[config.mk]
export PLATFORM = sky130hd
export DESIGN_NAME = sc_edge_rx
export DESIGN_NICKNAME = d
export VERILOG_FILES = /design/src/rtl/sc_rx_pkg.sv /design/src/rtl/sc_rx_sync.sv /design/src/rtl/sc_rx_window.sv /design/src/rtl/sc_rx_ctrl.sv /design/src/rtl/sc_edge_rx.sv
export SDC_FILE = /design/constraint.sdc
export NUM_CORES = 1
export LEC_CHECK = 0
export BUFFER_PORTS_ARGS = -buffer_cell sky130_fd_sc_hd__clkbuf_2
export CORE_MARGIN = 1
export CORE_UTILIZATION = 45
export DETAILED_ROUTE_END_ITERATION = 10
export PLACE_DENSITY_LB_ADDON = 0.25
export SLEW_MARGIN = 0
export SYNTH_ARGS = -nofsm -noshare
export SYNTH_HDL_FRONTEND = slang
export SYNTH_SLANG_ARGS = --single-unit
[constraint.sdc]
create_clock -name clk -period 4.4 [get_ports clk]
set_input_delay 0.22 -clock clk [delete_from_list [all_inputs] [get_ports clk]]
set_output_delay 0.22 -clock clk [all_outputs]
set_load 0.05 [all_outputs]
[src/rtl/sc_rx_pkg.sv]
package sc_rx_pkg;

  typedef enum logic [1:0] {
    ST_IDLE = 2'd0,
    ST_TURN = 2'd1,
    ST_WIN  = 2'd2
  } rx_state_e;

endpackage

[src/rtl/sc_rx_sync.sv]
module sc_rx_sync #(
  parameter int STAGES = 2
) (
  input  logic clk,
  input  logic rst_n,
  input  logic din,
  output logic edge_pulse
);
  localparam int DEPTH = (STAGES < 2) ? 2 : STAGES;

  logic [DEPTH-1:0] shr;
  logic             last_q;

  always_ff @(posedge clk or negedge rst_n) begin
    if (!rst_n) begin
      shr    <= '0;
      last_q <= 1'b0;
    end else begin
      shr    <= {shr[DEPTH-2:0], din};
      last_q <= shr[DEPTH-1];
    end
  end

  assign edge_pulse = shr[DEPTH-1] ^ last_q;
endmodule

[src/rtl/sc_rx_window.sv]
module sc_rx_window #(
  parameter int WIN_TICKS = 150,
  parameter int CNT_W     = 6
) (
  input  logic             clk,
  input  logic             rst_n,
  input  logic             run,
  input  logic             edge_in,
  output logic             win_end,
  output logic [CNT_W-1:0] win_total
);
  localparam int TICK_W = (WIN_TICKS > 1) ? $clog2(WIN_TICKS) : 1;
  localparam logic [TICK_W-1:0] TICK_LAST = TICK_W'(WIN_TICKS - 1);
  localparam logic [CNT_W-1:0]  CNT_TOP   = '1;

  logic [TICK_W-1:0] tick_q;
  logic [CNT_W-1:0]  cnt_q;

  assign win_total = (cnt_q == CNT_TOP) ? cnt_q : cnt_q + CNT_W'(edge_in);
  assign win_end   = run && (tick_q == TICK_LAST);

  always_ff @(posedge clk or negedge rst_n) begin
    if (!rst_n) begin
      tick_q <= '0;
      cnt_q  <= '0;
    end else if (!run) begin
      tick_q <= '0;
      cnt_q  <= '0;
    end else if (win_end) begin
      tick_q <= '0;
      cnt_q  <= '0;
    end else begin
      tick_q <= tick_q + TICK_W'(1);
      cnt_q  <= win_total;
    end
  end
endmodule

[src/rtl/sc_rx_ctrl.sv]
module sc_rx_ctrl
  import sc_rx_pkg::*;
#(
  parameter int MAX_BITS    = 32,
  parameter int ACK_MAX_WIN = 80,
  parameter int TURN_TICKS  = 495,
  parameter int ONE_THRESH  = 20,
  parameter int ACK_HI      = 60,
  parameter int CNT_W       = 6,
  parameter int BITS_W      = 7,
  parameter int AW_W        = 7
) (
  input  logic                clk,
  input  logic                rst_n,
  input  logic                req_valid,
  output logic                req_ready,
  input  logic                req_ack_mode,
  input  logic [BITS_W-1:0]   req_bits,
  input  logic [MAX_BITS-1:0] req_key,
  input  logic                win_end,
  input  logic [CNT_W-1:0]    win_total,
  output logic                win_run,
  output logic                res_valid,
  output logic                res_reject,
  output logic [MAX_BITS-1:0] res_word,
  output logic                ack_found,
  output logic [AW_W-1:0]     ack_windows
);
  localparam int SPAN   = (MAX_BITS > ACK_MAX_WIN) ? MAX_BITS : ACK_MAX_WIN;
  localparam int IDX_W  = $clog2(SPAN + 1);
  localparam int TURN_W = (TURN_TICKS > 1) ? $clog2(TURN_TICKS) : 1;

  localparam logic [TURN_W-1:0] TURN_LAST = TURN_W'(TURN_TICKS - 1);
  localparam logic [CNT_W-1:0]  ONE_T     = CNT_W'(ONE_THRESH);
  localparam logic [CNT_W-1:0]  ACK_T     = CNT_W'(ACK_HI);
  localparam logic [IDX_W-1:0]  ACK_LAST  = IDX_W'(ACK_MAX_WIN - 1);
  localparam logic [BITS_W-1:0] BITS_TOP  = BITS_W'(MAX_BITS);

  rx_state_e             state_q;
  logic [TURN_W-1:0]     tcnt_q;
  logic [IDX_W-1:0]      idx_q;
  logic [IDX_W-1:0]      nbits_q;
  logic                  mode_q;
  logic [MAX_BITS-1:0]   word_q;

  logic                  take;
  logic                  bad_req;
  logic                  bit_one;
  logic                  ack_hit;
  logic [MAX_BITS-1:0]   word_nx;

  function automatic logic [MAX_BITS-1:0] low_mask(input logic [BITS_W-1:0] n);
    logic [MAX_BITS-1:0] m;
    for (int i = 0; i < MAX_BITS; i++) begin
      m[i] = (i < int'(n));
    end
    return m;
  endfunction

  assign req_ready = (state_q == ST_IDLE);
  assign win_run   = (state_q == ST_WIN);
  assign take      = req_valid && req_ready;
  assign bad_req   = !req_ack_mode && ((req_bits == '0) || (req_bits > BITS_TOP));
  assign bit_one   = (win_total > ONE_T);
  assign ack_hit   = (win_total > ONE_T) && (win_total < ACK_T);
  assign word_nx   = word_q ^ ({{(MAX_BITS-1){1'b0}}, bit_one} << idx_q);

  always_ff @(posedge clk or negedge rst_n) begin
    if (!rst_n) begin
      state_q     <= ST_IDLE;
      tcnt_q      <= '0;
      idx_q       <= '0;
      nbits_q     <= '0;
      mode_q      <= 1'b0;
      word_q      <= '0;
      res_valid   <= 1'b0;
      res_reject  <= 1'b0;
      res_word    <= '0;
      ack_found   <= 1'b0;
      ack_windows <= '0;
    end else begin
      res_valid <= 1'b0;
      unique case (state_q)
        ST_IDLE: begin
          if (take) begin
            if (bad_req) begin
              res_valid   <= 1'b1;
              res_reject  <= 1'b1;
              res_word    <= '0;
              ack_found   <= 1'b0;
              ack_windows <= '0;
            end else begin
              state_q <= ST_TURN;
              tcnt_q  <= '0;
              idx_q   <= '0;
              mode_q  <= req_ack_mode;
              nbits_q <= IDX_W'(req_bits);
              word_q  <= req_ack_mode ? '0 : (req_key & low_mask(req_bits));
            end
          end
        end
        ST_TURN: begin
          if (tcnt_q == TURN_LAST) state_q <= ST_WIN;
          else                     tcnt_q  <= tcnt_q + TURN_W'(1);
        end
        ST_WIN: begin
          if (win_end) begin
            if (mode_q) begin
              if (ack_hit || (idx_q == ACK_LAST)) begin
                state_q     <= ST_IDLE;
                res_valid   <= 1'b1;
                res_reject  <= 1'b0;
                res_word    <= '0;
                ack_found   <= ack_hit;
                ack_windows <= AW_W'(idx_q + IDX_W'(1));
              end else begin
                idx_q <= idx_q + IDX_W'(1);
              end
            end else begin
              if (idx_q == nbits_q - IDX_W'(1)) begin
                state_q     <= ST_IDLE;
                res_valid   <= 1'b1;
                res_reject  <= 1'b0;
                res_word    <= word_nx;
                ack_found   <= 1'b0;
                ack_windows <= '0;
              end else begin
                word_q <= word_nx;
                idx_q  <= idx_q + IDX_W'(1);
              end
            end
          end
        end
        default: state_q <= ST_IDLE;
      endcase
    end
  end
endmodule

[src/rtl/sc_edge_rx.sv]
module sc_edge_rx #(
  parameter int MAX_BITS    = 32,
  parameter int ACK_MAX_WIN = 80,
  parameter int TURN_TICKS  = 495,
  parameter int WIN_TICKS   = 150,
  parameter int ONE_THRESH  = 20,
  parameter int ACK_HI      = 60,
  parameter int CNT_W       = 6,
  parameter int SYNC_STAGES = 2,
  parameter int BITS_W      = $clog2(MAX_BITS + 1) + 1,
  parameter int AW_W        = $clog2(ACK_MAX_WIN + 1)
) (
  input  logic                clk,
  input  logic                rst_n,
  input  logic                req_valid,
  output logic                req_ready,
  input  logic                req_ack_mode,
  input  logic [BITS_W-1:0]   req_bits,
  input  logic [MAX_BITS-1:0] req_key,
  input  logic                sc_in,
  output logic                res_valid,
  output logic                res_reject,
  output logic [MAX_BITS-1:0] res_word,
  output logic                ack_found,
  output logic [AW_W-1:0]     ack_windows
);
  logic             edge_pulse;
  logic             win_run;
  logic             win_end;
  logic [CNT_W-1:0] win_total;

  sc_rx_sync #(.STAGES(SYNC_STAGES)) u_sync (
    .clk        (clk),
    .rst_n      (rst_n),
    .din        (sc_in),
    .edge_pulse (edge_pulse)
  );

  sc_rx_window #(.WIN_TICKS(WIN_TICKS), .CNT_W(CNT_W)) u_window (
    .clk       (clk),
    .rst_n     (rst_n),
    .run       (win_run),
    .edge_in   (edge_pulse),
    .win_end   (win_end),
    .win_total (win_total)
  );

  sc_rx_ctrl #(
    .MAX_BITS    (MAX_BITS),
    .ACK_MAX_WIN (ACK_MAX_WIN),
    .TURN_TICKS  (TURN_TICKS),
    .ONE_THRESH  (ONE_THRESH),
    .ACK_HI      (ACK_HI),
    .CNT_W       (CNT_W),
    .BITS_W      (BITS_W),
    .AW_W        (AW_W)
  ) u_ctrl (
    .clk          (clk),
    .rst_n        (rst_n),
    .req_valid    (req_valid),
    .req_ready    (req_ready),
    .req_ack_mode (req_ack_mode),
    .req_bits     (req_bits),
    .req_key      (req_key),
    .win_end      (win_end),
    .win_total    (win_total),
    .win_run      (win_run),
    .res_valid    (res_valid),
    .res_reject   (res_reject),
    .res_word     (res_word),
    .ack_found    (ack_found),
    .ack_windows  (ack_windows)
  );
endmodule

Yosys cells after proc, flatten, opt, wreduce, memory -nomap -nowiden
Cells that the tools add are included.

$lt $le $gt $ge: 35. Muxes and demuxes: 65. Reduce and logical (&&, ||, !) cells: 17. Shift-type cells: 1. Bitwise gates (word level): 4. Eq/ne operators: 19. Add/sub/neg operators: 5.

Operators by type and width (count): $mux W32 (12); $pmux W32 S2 (2); $lt A5 B7 Y1 const A (16); $mux W7 (12); $lt A4 B7 Y1 const A (8); $and A32 B32 Y32 (1); $shl A1 B7 Y32 (1); $xor A32 B32 Y32 (1); $lt A3 B7 Y1 const A (4); $pmux W7 S2 (2); $mux W9 (3); $reduce_and A6 Y1 (4); $mux W6 (3); $pmux W9 S2 (1); $mux W1 (17); $mux W8 (2); $lt A1 B7 Y1 const A (2); $lt A2 B7 Y1 const A (2); $mux W2 (7); $ne A2 B2 Y1 const B (6); $add A9 B1 Y9 const B (1); $eq A9 B9 Y1 const B (1); $add A8 B1 Y8 const B (1); $eq A8 B8 Y1 const B (1); other kinds (27) (36).

Register bits: 117. Output and inout bits: 43.

Depth between registers and ports, before layout
Gate-level depths: netlist of run 1.

Depth after elaboration: 10. Mapped depth: 11.

Hierarchy
Synthesis of run 1 repeated with hierarchy kept, for this count alone.

Cells, all modules: 753. Area total of the unflattened synthesis: 6887.9 um^2.

Modules (own cells, without submodules): sc_rx_ctrl (seq. area each 2502.4 um^2, area an instance 6087.1 um^2, cells each 676, instances 1); sc_rx_window (seq. area each 350.3 um^2, area an instance 716.9 um^2, cells each 73, instances 1); sc_rx_sync (seq. area each 75.1 um^2, area an instance 83.8 um^2, cells each 4, instances 1).

Least setup slack after synthesis of run 1
Ideal clock, no wire load.

Path kind: flip-flop to flip-flop. From: reg u_sync.last_q. To: reg u_ctrl.res_word[10]. Cell stages (with the launch flop): 12. Setup time: 125 ps. Required time: 4275 ps. Setup slack: 1526 ps. Path buffers: 1. Data arrival time: 2749 ps. Path through: dfrtp_1 > xor2_1 > ha_1 > ha_1 > a21boi_0 > o221a_2 > a21oi_4 > a2111oi_4 > o21bai_2 > o21ai_4 > buf_12 > mux2_4.

Cells in the longest elaborated chain, start to end: 10. Elaborated cells between the ends (all ways): 15. Those cells by class: add/sub (1); order compare (2); eq/ne (1); shift (1); mux (5); bitwise (2); reduce/logical (3).

RTL lines: from (decl) (RTL line sc_rx_sync.sv:12) `logic last_q;`; from (signal assigned) (RTL line sc_rx_sync.sv:20) `last_q <= shr[DEPTH-1];`; $xor A1 B1 Y1 (*) (RTL line sc_rx_sync.sv:24) `assign edge_pulse = shr[DEPTH-1] ^ last_q;`; $add A6 B1 Y6 (*) (RTL line sc_rx_window.sv:19) `assign win_total = (cnt_q == CNT_TOP) ? cnt_q : cnt_q + CNT_W'(edge_in);`; $mux W6 (*) (RTL line sc_rx_window.sv:19); $gt A6 B5 Y1 (RTL line sc_rx_ctrl.sv:64, sc_rx_ctrl.sv:65); $shl A1 B7 Y32 (RTL line sc_rx_ctrl.sv:66) `assign word_nx = word_q ^ ({{(MAX_BITS-1){1'b0}}, bit_one} << idx_q);`; $xor A32 B32 Y32 (RTL line sc_rx_ctrl.sv:66); $mux W32 (RTL line sc_rx_ctrl.sv:120) `if (idx_q == nbits_q - IDX_W'(1)) begin`; $mux W32 (RTL line sc_rx_ctrl.sv:108) `if (mode_q) begin`; $mux W32 (RTL line sc_rx_ctrl.sv:107) `if (win_end) begin`; $pmux W32 S2 (RTL line sc_rx_ctrl.sv:83) `unique case (state_q)`; to (signal assigned) (RTL line sc_rx_ctrl.sv:124) `res_word <= word_nx;`; to (decl) (RTL line sc_rx_ctrl.sv:25) `output logic [MAX_BITS-1:0] res_word,`.

Every way passes the cells marked *; elsewhere a longest branch is shown, timed or not. The select of a mux whose other input is x is not followed. A chain may end at the register's enable or synchronous reset.

Worst setup path in the final report of run 1
From: reg u_sync.last_q. To: reg u_ctrl.res_word[0].

Same word-level chain as after synthesis.

==> qor.csv, run 1 <==
metric,value,unit
outcome,"complete, no violations",
r2r-end,u_ctrl.res_word[0]$_DFFE_PN0P_,
fin_util,53.96,%
cts-root-buf,clkbuf_16,
synth_warnings,0,
cp-end-kind,flop,
setup_tns,0,ns
worstHoldPathCells,2,
synth_cell_types,73,
cts.sinks,117,
setup_violations,0,
crit_arrival,3.87,ns
min_path_type,input pin to flop,
min_to,u_ctrl.nbits_q[6]$_DFFE_PN0P_,
gp_congestion,0.8824,
cts_resized,0,
multiInputGateArea,3923,sq um
vias_per_cell,5.509,
finalMaxSlewViolations,0,
drc_errors,0,
worstPathRequired,4.71,ns
grt_max_degree,69,
clk_latency,0.43,ns
seq_area,2928,sq um
nets,906,
grt_use_total,22.70,%
grt_pass1_vias,5400,
ant_nets,0,
num_rows,45,
hold_start,req_bits[6],
htreeDepth,4,
num-fill-cells,1417,
die_area,16480,sq um
ctsLongestPathBuffers,2,
core_area,15370,sq um
tritoncts,yes,
initialDrtViolationCount,579,
ctsHoldBuffers,2,
fin_total_pwr,2612,uW
vias,5939,
setup.worst_path.start_class,flop,
netlist_instances,785,
drive_above_1_share,22.49,%
path_clk_slew,0.06,ns
wl_per_cell,16.64,um
r2r_setup_slack,0.84,ns
grt_pass1_wl,28.47,mm
antenna_found_initial,0,
p_leak,0.003518,uW
tightest_slew,1.086,ns
rr_startpoint,u_sync.last_q$_DFF_PN0_,
drt_first_pass_iters,5,
hold_viol,0,
max_freq,280.7,MHz
die_h,128.4,um
slew-limit-headroom,27.07,%
avgSynthCellArea,9.157,sq um
max-vdd-ir-drop,255.3,uV
syn_nets,837,
n_antenna_cell,0,
numCtsBuffers,17,
grt-ovfl-total,0,
start_util,46.76,%
die_width,128.4,um
post-cts-setup-buffers,0,
power_density,315.0,nW/um^2
maxCapViolations,0,
grt_setup_unrepaired,no,
top_level_ports,87,
postSynth.asyncResetShare,100.0,%
synth-edff-count,0,
ys_ff_latch,117,
crit_path_max_fanout,34,
syn_area,7188,sq um
synthToLayoutAreaGrowth,15.39,%
ff2ff_path_depth,11,
wl,17.94,mm
criticalPathCategory,flop to flop,
ys_seq_area_share,40.73,%
period_share,80.97,%
dp_hpwl,12.26,mm
fin_crit,3.563,ns
io_buffers,86,
clock_skew,0.005618,ns
synth_ff_type,dfrtp_1,
## placed cells by master, fill, tap and decap left out, types with 5 or more instances in the layout
| cell | Yosys | layout |
|---|---|---|
| ha_1 | 8 | 8 |
| mux2_2 | 7 | 7 |
| buf_4 | 1 | 8 |
| or3_1 | 5 | 5 |
| a21oi_1 | 51 | 51 |
| xor2_1 | 15 | 15 |
| clkinvlp_4 | 0 | 5 |
| o21ai_0 | 80 | 80 |
| nand2b_1 | 6 | 5 |
| nand4_1 | 6 | 6 |
| nor2b_1 | 5 | 5 |
| a22oi_1 | 8 | 8 |
| and3_1 | 6 | 6 |
| xnor2_1 | 43 | 43 |
| dfrtp_1 | 117 | 117 |
| and2_1 | 5 | 5 |
| a32oi_1 | 18 | 18 |
| nor3_1 | 14 | 14 |
| mux2_4 | 39 | 39 |
| clkbuf_16 | 0 | 17 |
| inv_1 | 12 | 12 |
| nand3_1 | 18 | 18 |
| o211ai_1 | 5 | 5 |
| nor2_1 | 140 | 140 |
| nand2_1 | 75 | 75 |
| clkbuf_2 | 2 | 85 |
## worst max-delay path by stage
stage / cells past startpoint / slack, ns / startpoint / to
after detailed placement: 11 / 0.85 / u_sync.last_q$_DFF_PN0_ / u_ctrl.res_word[0]$_DFFE_PN0P_
after global placement: 11 / 0.93 / u_sync.shr[1]$_DFF_PN0_ / u_ctrl.res_word[0]$_DFFE_PN0P_
after global routing: 11 / 0.70 / u_sync.last_q$_DFF_PN0_ / u_ctrl.res_word[0]$_DFFE_PN0P_
after CTS: 11 / 0.84 / u_sync.last_q$_DFF_PN0_ / u_ctrl.res_word[0]$_DFFE_PN0P_
after floorplan: 11 / 1.53 / u_sync.last_q$_DFF_PN0_ / u_ctrl.res_word[10]$_DFFE_PN0P_
final: 11 / 0.84 / u_sync.last_q$_DFF_PN0_ / u_ctrl.res_word[0]$_DFFE_PN0P_
## cells in the mapped netlist, types with 3 or more instances
cell | instances | area [sq um]
o2bb2ai_1 | 3 | 26.28
and3_1 | 6 | 37.54
and2_1 | 5 | 31.28
buf_6 | 4 | 45.04
nand4_1 | 6 | 37.54
xnor2_1 | 43 | 376.6
buf_12 | 4 | 80.08
inv_1 | 12 | 45.04
xor2_1 | 15 | 131.4
o211ai_1 | 5 | 37.54
nor2b_1 | 5 | 31.28
a21boi_0 | 3 | 22.52
buf_2 | 4 | 20.02
nand3_1 | 18 | 90.09
mux2_2 | 7 | 78.83
o21ai_0 | 80 | 400.4
nor2_1 | 140 | 525.5
ha_1 | 8 | 100.1
nor3_1 | 14 | 70.07
nand2b_1 | 6 | 37.54
clkbuf_1 | 26 | 97.59
nand2_1 | 75 | 281.5
a22oi_1 | 8 | 60.06
a32oi_1 | 18 | 157.7
or3_1 | 5 | 31.28
a21oi_1 | 51 | 255.2
mux2_4 | 39 | 585.6
dfrtp_1 | 117 | 2928
## worst max-delay path, stage by stage (launching register included)
cell	delay [ns]
dfrtp_1	0.37
xor2_1	0.16
ha_1	0.21
ha_1	0.29
xnor2_1	0.19
o22ai_2	0.18
a21oi_4	0.26
a2111oi_4	0.51
o21bai_2	0.15
o21ai_4	0.42
buf_12	0.33
mux2_2	0.37
## through the flow
step	hold WS, ns	cell area (sq um)	cells	worst slack [ns]
after floorplan	-0.07559	7188	785	1.526
after global placement	0.3340	7665	1044	0.9307
after detailed placement	0.3331	7665	1044	0.8519
after CTS	0.07472	8294	1078	0.8429
after global routing	0.07505	8294	1078	0.6958
final	0.08456	8294	1078	0.8373
## state kept, by name, indices dropped and copies added, names as in the netlist
| register | count |
|---|---|
| u_sync.last_q | 1 |
| u_sync.shr | 2 |
| u_ctrl.tcnt_q | 9 |
| u_ctrl.idx_q | 7 |
| u_window.cnt_q | 6 |
| u_ctrl.res_reject | 1 |
| u_ctrl.word_q | 32 |
| u_window.tick_q | 8 |
| u_ctrl.ack_windows | 7 |
| u_ctrl.mode_q | 1 |
| u_ctrl.res_valid | 1 |
| u_ctrl.ack_found | 1 |
| u_ctrl.res_word | 32 |
| u_ctrl.state_q | 2 |
| u_ctrl.nbits_q | 7 |
## layer usage
| metal | vias to the layer above | wire length, um | GRT usage, % | part of all wire (%) |
|---|---|---|---|---|
| met4 | 0 | 279 | 6.713 | 1.6 |
| met5 | - | 0 | 0 | 0 |
| met3 | 24 | 1096 | 5.780 | 6.1 |
| met2 | 198 | 7749 | 32.24 | 43 |
| li1 | 2883 | - | - | - |
| met1 | 2834 | 8810 | 33.82 | 49 |
## final cells by class
| type | instances | share of cell area, % |
|---|---|---|
| Inverter | 12 | 0.5431 |
| Tap cell | 211 | 3.183 |
| Clock inverter | 13 | 1.886 |
| Multi-Input combinational cell | 610 | 47.29 |
| Sequential cell | 117 | 35.30 |
| Clock buffer | 19 | 5.461 |
| Timing Repair Buffer | 96 | 6.336 |
## kinds of logic after synthesis
| logic type | Yosys count | synth area share, % |
|---|---|---|
| AO/OA/AOI/OAI | 196 | 17.88 |
| XOR/XNOR | 58 | 7.067 |
| adder cells (fa/ha/maj) | 8 | 1.393 |
| buffers and inverters | 58 | 4.822 |
| flip-flops | 117 | 40.73 |
| multiplexers | 47 | 9.382 |
| AND/OR/NAND/NOR | 301 | 18.73 |
## report_power, final
part           total [uW]  switching (uW)  internal (uW)
combinational         100            67.2           33.1
sequential           1080           0.709           1080
clock                1430             519            914
total                2610             587           2030
Power figures use the tool's default switching activity.
==> run 2, diff against run 1 <==
==> constraint.sdc (replaced) <==
create_clock -name clk -period 2.94 [get_ports clk]
set_input_delay 0.147 -clock clk [delete_from_list [all_inputs] [get_ports clk]]
set_output_delay 0.147 -clock clk [all_outputs]
set_load 0.05 [all_outputs]
==> run 2 against run 1 <==
Against the previous run: clock power rose by 49%; first-iteration DRC count rose by 11%; die area did not move; cell area rose by 4.6%; total power rose by 49%; clock-buffer cell count rose by 3; largest power group unchanged.
==> qor.csv, run 2 (synthesized netlist as in run 1, its figures left out) <==
metric,value,unit
io_buffers,86,
grt_max_degree,69,
clk_latency,0.42,ns
grt_setup_unrepaired,yes,
fin_util,56.43,%
period_share,98.09,%
initialDrtViolationCount,644,
vias_per_cell,5.512,
path_clk_slew,0.05,ns
synthToLayoutAreaGrowth,20.68,%
worstPathRequired,3.24,ns
grt_use_total,23.58,%
antenna_found_initial,0,
grt_pass1_vias,5709,
core_area,15370,sq um
p_leak,0.003719,uW
num_rows,45,
most-common-layout-cells,"140 x nor2_1, 117 x dfrtp_1, 85 x clkbuf_2, 80 x o21ai_0, 75 x nand2_1",
crit_arrival,3.18,ns
crit_cells,11,
clock_skew,0.006677,ns
hold_viol,0,
worst_slack,0.05604,ns
worstHoldPathCells,2,
startpoint,u_ctrl.nbits_q[0]$_DFFE_PN0P_,
num-fill-cells,1402,
min_path_type,input pin to flop,
path_cells,"inv_1, ha_2, nor2b_1, or3_1, a311oi_2, o2111ai_2, o21bai_4, o21ai_4, buf_6, buf_12, mux2_2",
gp_congestion,0.8465,
final_cell_area,8675,sq um
ant_nets,0,
die_area,16480,sq um
setup.worst_path.start_class,flop,
power_density,449.4,nW/um^2
dp_hpwl,12.80,mm
place_ws,-0.04705,ns
tritoncts,yes,
setup_violations,0,
htreeDepth,4,
vias,6135,
die_width,128.4,um
maxCapViolations,0,
wl,18.70,mm
ctsLongestPathBuffers,2,
cp-end-kind,flop,
grt_pass1_wl,29.87,mm
slew-limit-headroom,43.15,%
start_util,46.76,%
ff2ff_path_depth,11,
outcome,"complete, no violations",
criticalPathCategory,flop to flop,
die_h,128.4,um
fin_total_pwr,3899,uW
crit_path_top_delay_cell,or3_1,
crit_path_max_fanout,7,
holdWs,0.03624,ns
worst-path-buf-inv,3,
dpl_cell_area,7895,sq um
cts-root-buf,clkbuf_16,
rr_startpoint,u_ctrl.nbits_q[0]$_DFFE_PN0P_,
numCtsBuffers,17,
endpoint,u_ctrl.res_word[0]$_DFFE_PN0P_,
top_regs,"u_ctrl.res_word x32, u_ctrl.word_q x32, u_ctrl.tcnt_q x9",
drc_errors,0,
max-vdd-ir-drop,407.2,uV
max_freq,346.7,MHz
grt-ovfl-total,0,
finalMaxSlewViolations,0,
wl_per_cell,16.80,um
n_antenna_cell,0,
top_level_ports,87,
fin_crit,2.884,ns
cpLargestDelayFamily,compound AO/OA/AOI/OAI gates,
drive_above_1_share,26.27,%
nets,942,
r2r_setup_slack,0.06,ns
r2r-end,u_ctrl.res_word[0]$_DFFE_PN0P_,
slowest_delay,0.37,ns
tightest_slew,0.8439,ns
final_common_cell,nor2_1,
drt_first_pass_iters,5,
cts.sinks,117,
[run 2: final cells by class]
cell class,instances,area (sq um),share of cell area (%)
clock buffer,22,484.2,5.582
clock inverter,9,125.1,1.442
inverter,12,45.04,0.5193
multi-input combinational,610,3971,45.78
sequential,117,2928,33.75
tap,211,264.0,3.043
timing repair buffer,132,857.1,9.880
[run 2: worst min-delay path by stage]
stage                               endpoint  slack (ns)         from
2_1_floorplan   u_ctrl.ack_found$_DFFE_PN0P_       -0.15        rst_n
3_3_place_gp    u_ctrl.tcnt_q[2]$_DFFE_PN0P_        0.25        rst_n
3_5_place_dp    u_ctrl.tcnt_q[2]$_DFFE_PN0P_        0.26        rst_n
4_1_cts        u_ctrl.nbits_q[0]$_DFFE_PN0P_        0.03  req_bits[0]
5_1_grt        u_ctrl.nbits_q[6]$_DFFE_PN0P_        0.05  req_bits[6]
6_report       u_ctrl.nbits_q[6]$_DFFE_PN0P_        0.04  req_bits[6]
[run 2: routing by layer]
| metal | track usage, % | wire length (um) | up-vias |
|---|---|---|---|
| li1 | - | - | 2963 |
| met1 | 35.30 | 8983 | 2934 |
| met2 | 34.21 | 8214 | 217 |
| met3 | 4.283 | 1240 | 21 |
| met4 | 7.751 | 262 | 0 |
| met5 | 0 | 0 | - |
[run 2: worst reg2reg max path: stages, from the launching register on]
cell	delay (ns)
dfrtp_1	0.34
inv_1	0.06
ha_2	0.22
nor2b_1	0.14
or3_1	0.38
a311oi_2	0.35
o2111ai_2	0.22
o21bai_4	0.24
o21ai_4	0.18
buf_6	0.17
buf_12	0.15
mux2_2	0.33
[run 2: per-stage QoR]
stage / TNS (ns) / instances
5_1_grt: -0.3449 / 1113
2_1_floorplan: 0 / 785
6_report: 0 / 1113
3_3_place_gp: -0.2663 / 1073
4_1_cts: 0 / 1110
3_5_place_dp: -1.380 / 1073
[run 2: power breakdown]
part           switching (uW)  leakage (uW)  internal [uW]
clock                     719      0.000298           1410
sequential               1.18       0.00158           1610
combinational             101       0.00184           53.3
[run 2: timing repair]
item	CTS	global route
gates cloned	1	1
buffers inserted	3	3
pin swaps	3	6
hold buffers	2	0
hold endpoints to repair	53	0
setup endpoints to repair	40	40
gates resized for setup	5	11
==> run 3, diff against run 2 <==
==> constraint.sdc (replaced) <==
create_clock -name clk -period 2.94 [get_ports clk]
set_input_delay 0 -clock clk [delete_from_list [all_inputs] [get_ports clk]]
set_output_delay 0 -clock clk [all_outputs]
set_load 0.05 [all_outputs]
==> run 3 against run 2 <==
Against the previous run: the flow now finishes with violations (negative hold slack); sequential power about the same; wire length rose by 2.6%; non-clock buffer count rose by 34; largest power group unchanged; critical path type unchanged; combinational power increased by 25%; worst hold slack worse by 0.047 ns; die area unchanged.
==> qor.csv, run 3 (synthesized netlist as in run 1, its figures left out) <==
metric,value,unit
top_level_ports,87,
path_clk_slew,0.05,ns
num-fill-cells,1336,
cp-end-kind,flop,
power_density,457.0,nW/um^2
ant_nets,0,
io_buffers,86,
cpLargestDelayFamily,compound AO/OA/AOI/OAI gates,
tritoncts,yes,
cts.sinks,117,
finalMaxSlewViolations,0,
crit_path_top_delay_cell,or3_1,
wl,19.18,mm
holdWs,-0.01067,ns
crit_arrival,3.12,ns
violations,negative hold slack,
top_regs,"u_ctrl.res_word x32, u_ctrl.word_q x32, u_ctrl.tcnt_q x9",
most-common-layout-cells,"140 x nor2_1, 117 x dfrtp_1, 85 x clkbuf_2, 80 x o21ai_0, 75 x nand2_1",
fin_crit,2.820,ns
maxCapViolations,0,
worstPathRequired,3.24,ns
drc_errors,0,
num_rows,45,
grt_pass1_vias,5765,
min_path_type,input pin to flop,
die_h,128.4,um
clk_latency,0.42,ns
numCtsBuffers,17,
clock_skew,0.009092,ns
drt_first_pass_iters,5,
start_util,46.76,%
slew-limit-headroom,40.77,%
p_leak,0.003889,uW
core_area,15370,sq um
hold_viol,1,
htreeDepth,4,
setup_tns,0,ns
antenna_found_initial,0,
final_common_cell,nor2_1,
drive_above_1_share,24.87,%
slowest_delay,0.36,ns
grt_use_total,23.61,%
max_freq,354.7,MHz
ctsLongestPathBuffers,2,
synthToLayoutAreaGrowth,26.21,%
gp_congestion,0.8490,
period_share,95.90,%
worst-path-buf-inv,3,
dp_hpwl,12.71,mm
vias_per_cell,5.442,
nets,976,
grt_max_degree,69,
criticalPathCategory,flop to flop,
die_width,128.4,um
setup_violations,0,
grt-ovfl-total,0,
crit_path_max_fanout,7,
max-vdd-ir-drop,418.7,uV
path_cells,"inv_1, ha_1, nor2b_1, or3_1, a311oi_2, o2111ai_2, o21bai_4, o21ai_4, buf_6, buf_12, mux2_2",
setup.worst_path.start_class,flop,
cts-root-buf,clkbuf_16,
vias,6247,
outcome,"finished, violations left",
grt_pass1_wl,29.91,mm
tightest_slew,0.8865,ns
n_antenna_cell,0,
dpl_cell_area,7888,sq um
final_cell_area,9072,sq um
die_area,16480,sq um
wl_per_cell,16.71,um
initialDrtViolationCount,506,
fin_total_pwr,4146,uW
-- run 3: changes by cell type in the layout (fill, tap and decap cells not counted), moves of 2 or more --
cell,before,now
buf_4,38,35
bufinv_16,3,5
clkbuf_1,1,3
clkinv_2,4,2
clkinvlp_4,2,0
dlygate4sd3_1,2,38
-- run 3: metal layers --
metal,global-route usage [%],vias to the layer above,share of wire (%)
met5,0,-,0
met4,7.612,0,1.4
met3,5.447,21,6.0
met2,34.85,199,45
met1,34.18,3007,48
li1,-,3020,-
-- run 3: per-stage QoR --
| step | setup slack [ns] | utilization, % | instances |
|---|---|---|---|
| global route | -0.02647 | 59.02 | 1148 |
| finish | 0.1204 | 59.02 | 1148 |
| detailed placement | -0.04487 | 51.31 | 1072 |
| CTS | -0.01291 | 58.10 | 1142 |
| global placement | 0.01604 | 51.31 | 1072 |
| floorplan | 0.06604 | - | 785 |
-- run 3: worst paths after layout --
kind,start,to,slack (ns),cells after the start
setup / recovery,u_ctrl.nbits_q[1]$_DFFE_PN0P_,u_ctrl.res_word[0]$_DFFE_PN0P_,0.12,11
hold / removal,req_key[18],u_ctrl.word_q[18]$_DFFE_PN0P_,-0.01,5
setup reg to reg,u_ctrl.nbits_q[1]$_DFFE_PN0P_,u_ctrl.res_word[0]$_DFFE_PN0P_,0.12,11
hold reg to reg,u_sync.shr[0]$_DFF_PN0_,u_sync.shr[1]$_DFF_PN0_,0.38,0
max in group asynchronous,rst_n,u_ctrl.word_q[30]$_DFFE_PN0P_,1.98,3
min in group asynchronous,rst_n,u_ctrl.tcnt_q[4]$_DFFE_PN0P_,0.17,2
-- run 3: tightest hold or removal path: cells and delay by family --
| family | cells | cell delay, ns |
|---|---|---|
| buf+inv | 1 | 0.08 |
| simple gates | 1 | 0.05 |
| compound gates | 3 | 0.24 |
-- run 3: report_power, final --
group          switching [uW]  internal (uW)
Sequential               1.06           1610
Combinational             109           82.9
Clock                     746           1590
Total                     856           3290
-- run 3: area by class of cell --
class / count / area, sq um / share of cell area, %
Multi-Input combinational cell: 610 / 3968 / 43.73
Clock inverter: 8 / 168.9 / 1.862
Inverter: 12 / 45.04 / 0.4965
Clock buffer: 24 / 491.7 / 5.420
Timing Repair Buffer: 166 / 1207 / 13.31
Sequential cell: 117 / 2928 / 32.27
Tap cell: 211 / 264.0 / 2.910
-- run 3: timing repair --
item                                   4_1_cts  5_1_grt
hold buffers                                38        0
pin swaps                                    0        6
endpoints found under the hold margin       87        0
gates cloned                                 0        3
buffers inserted                             0        4
resized for setup                            1       14
setup endpoints to repair                   40       47
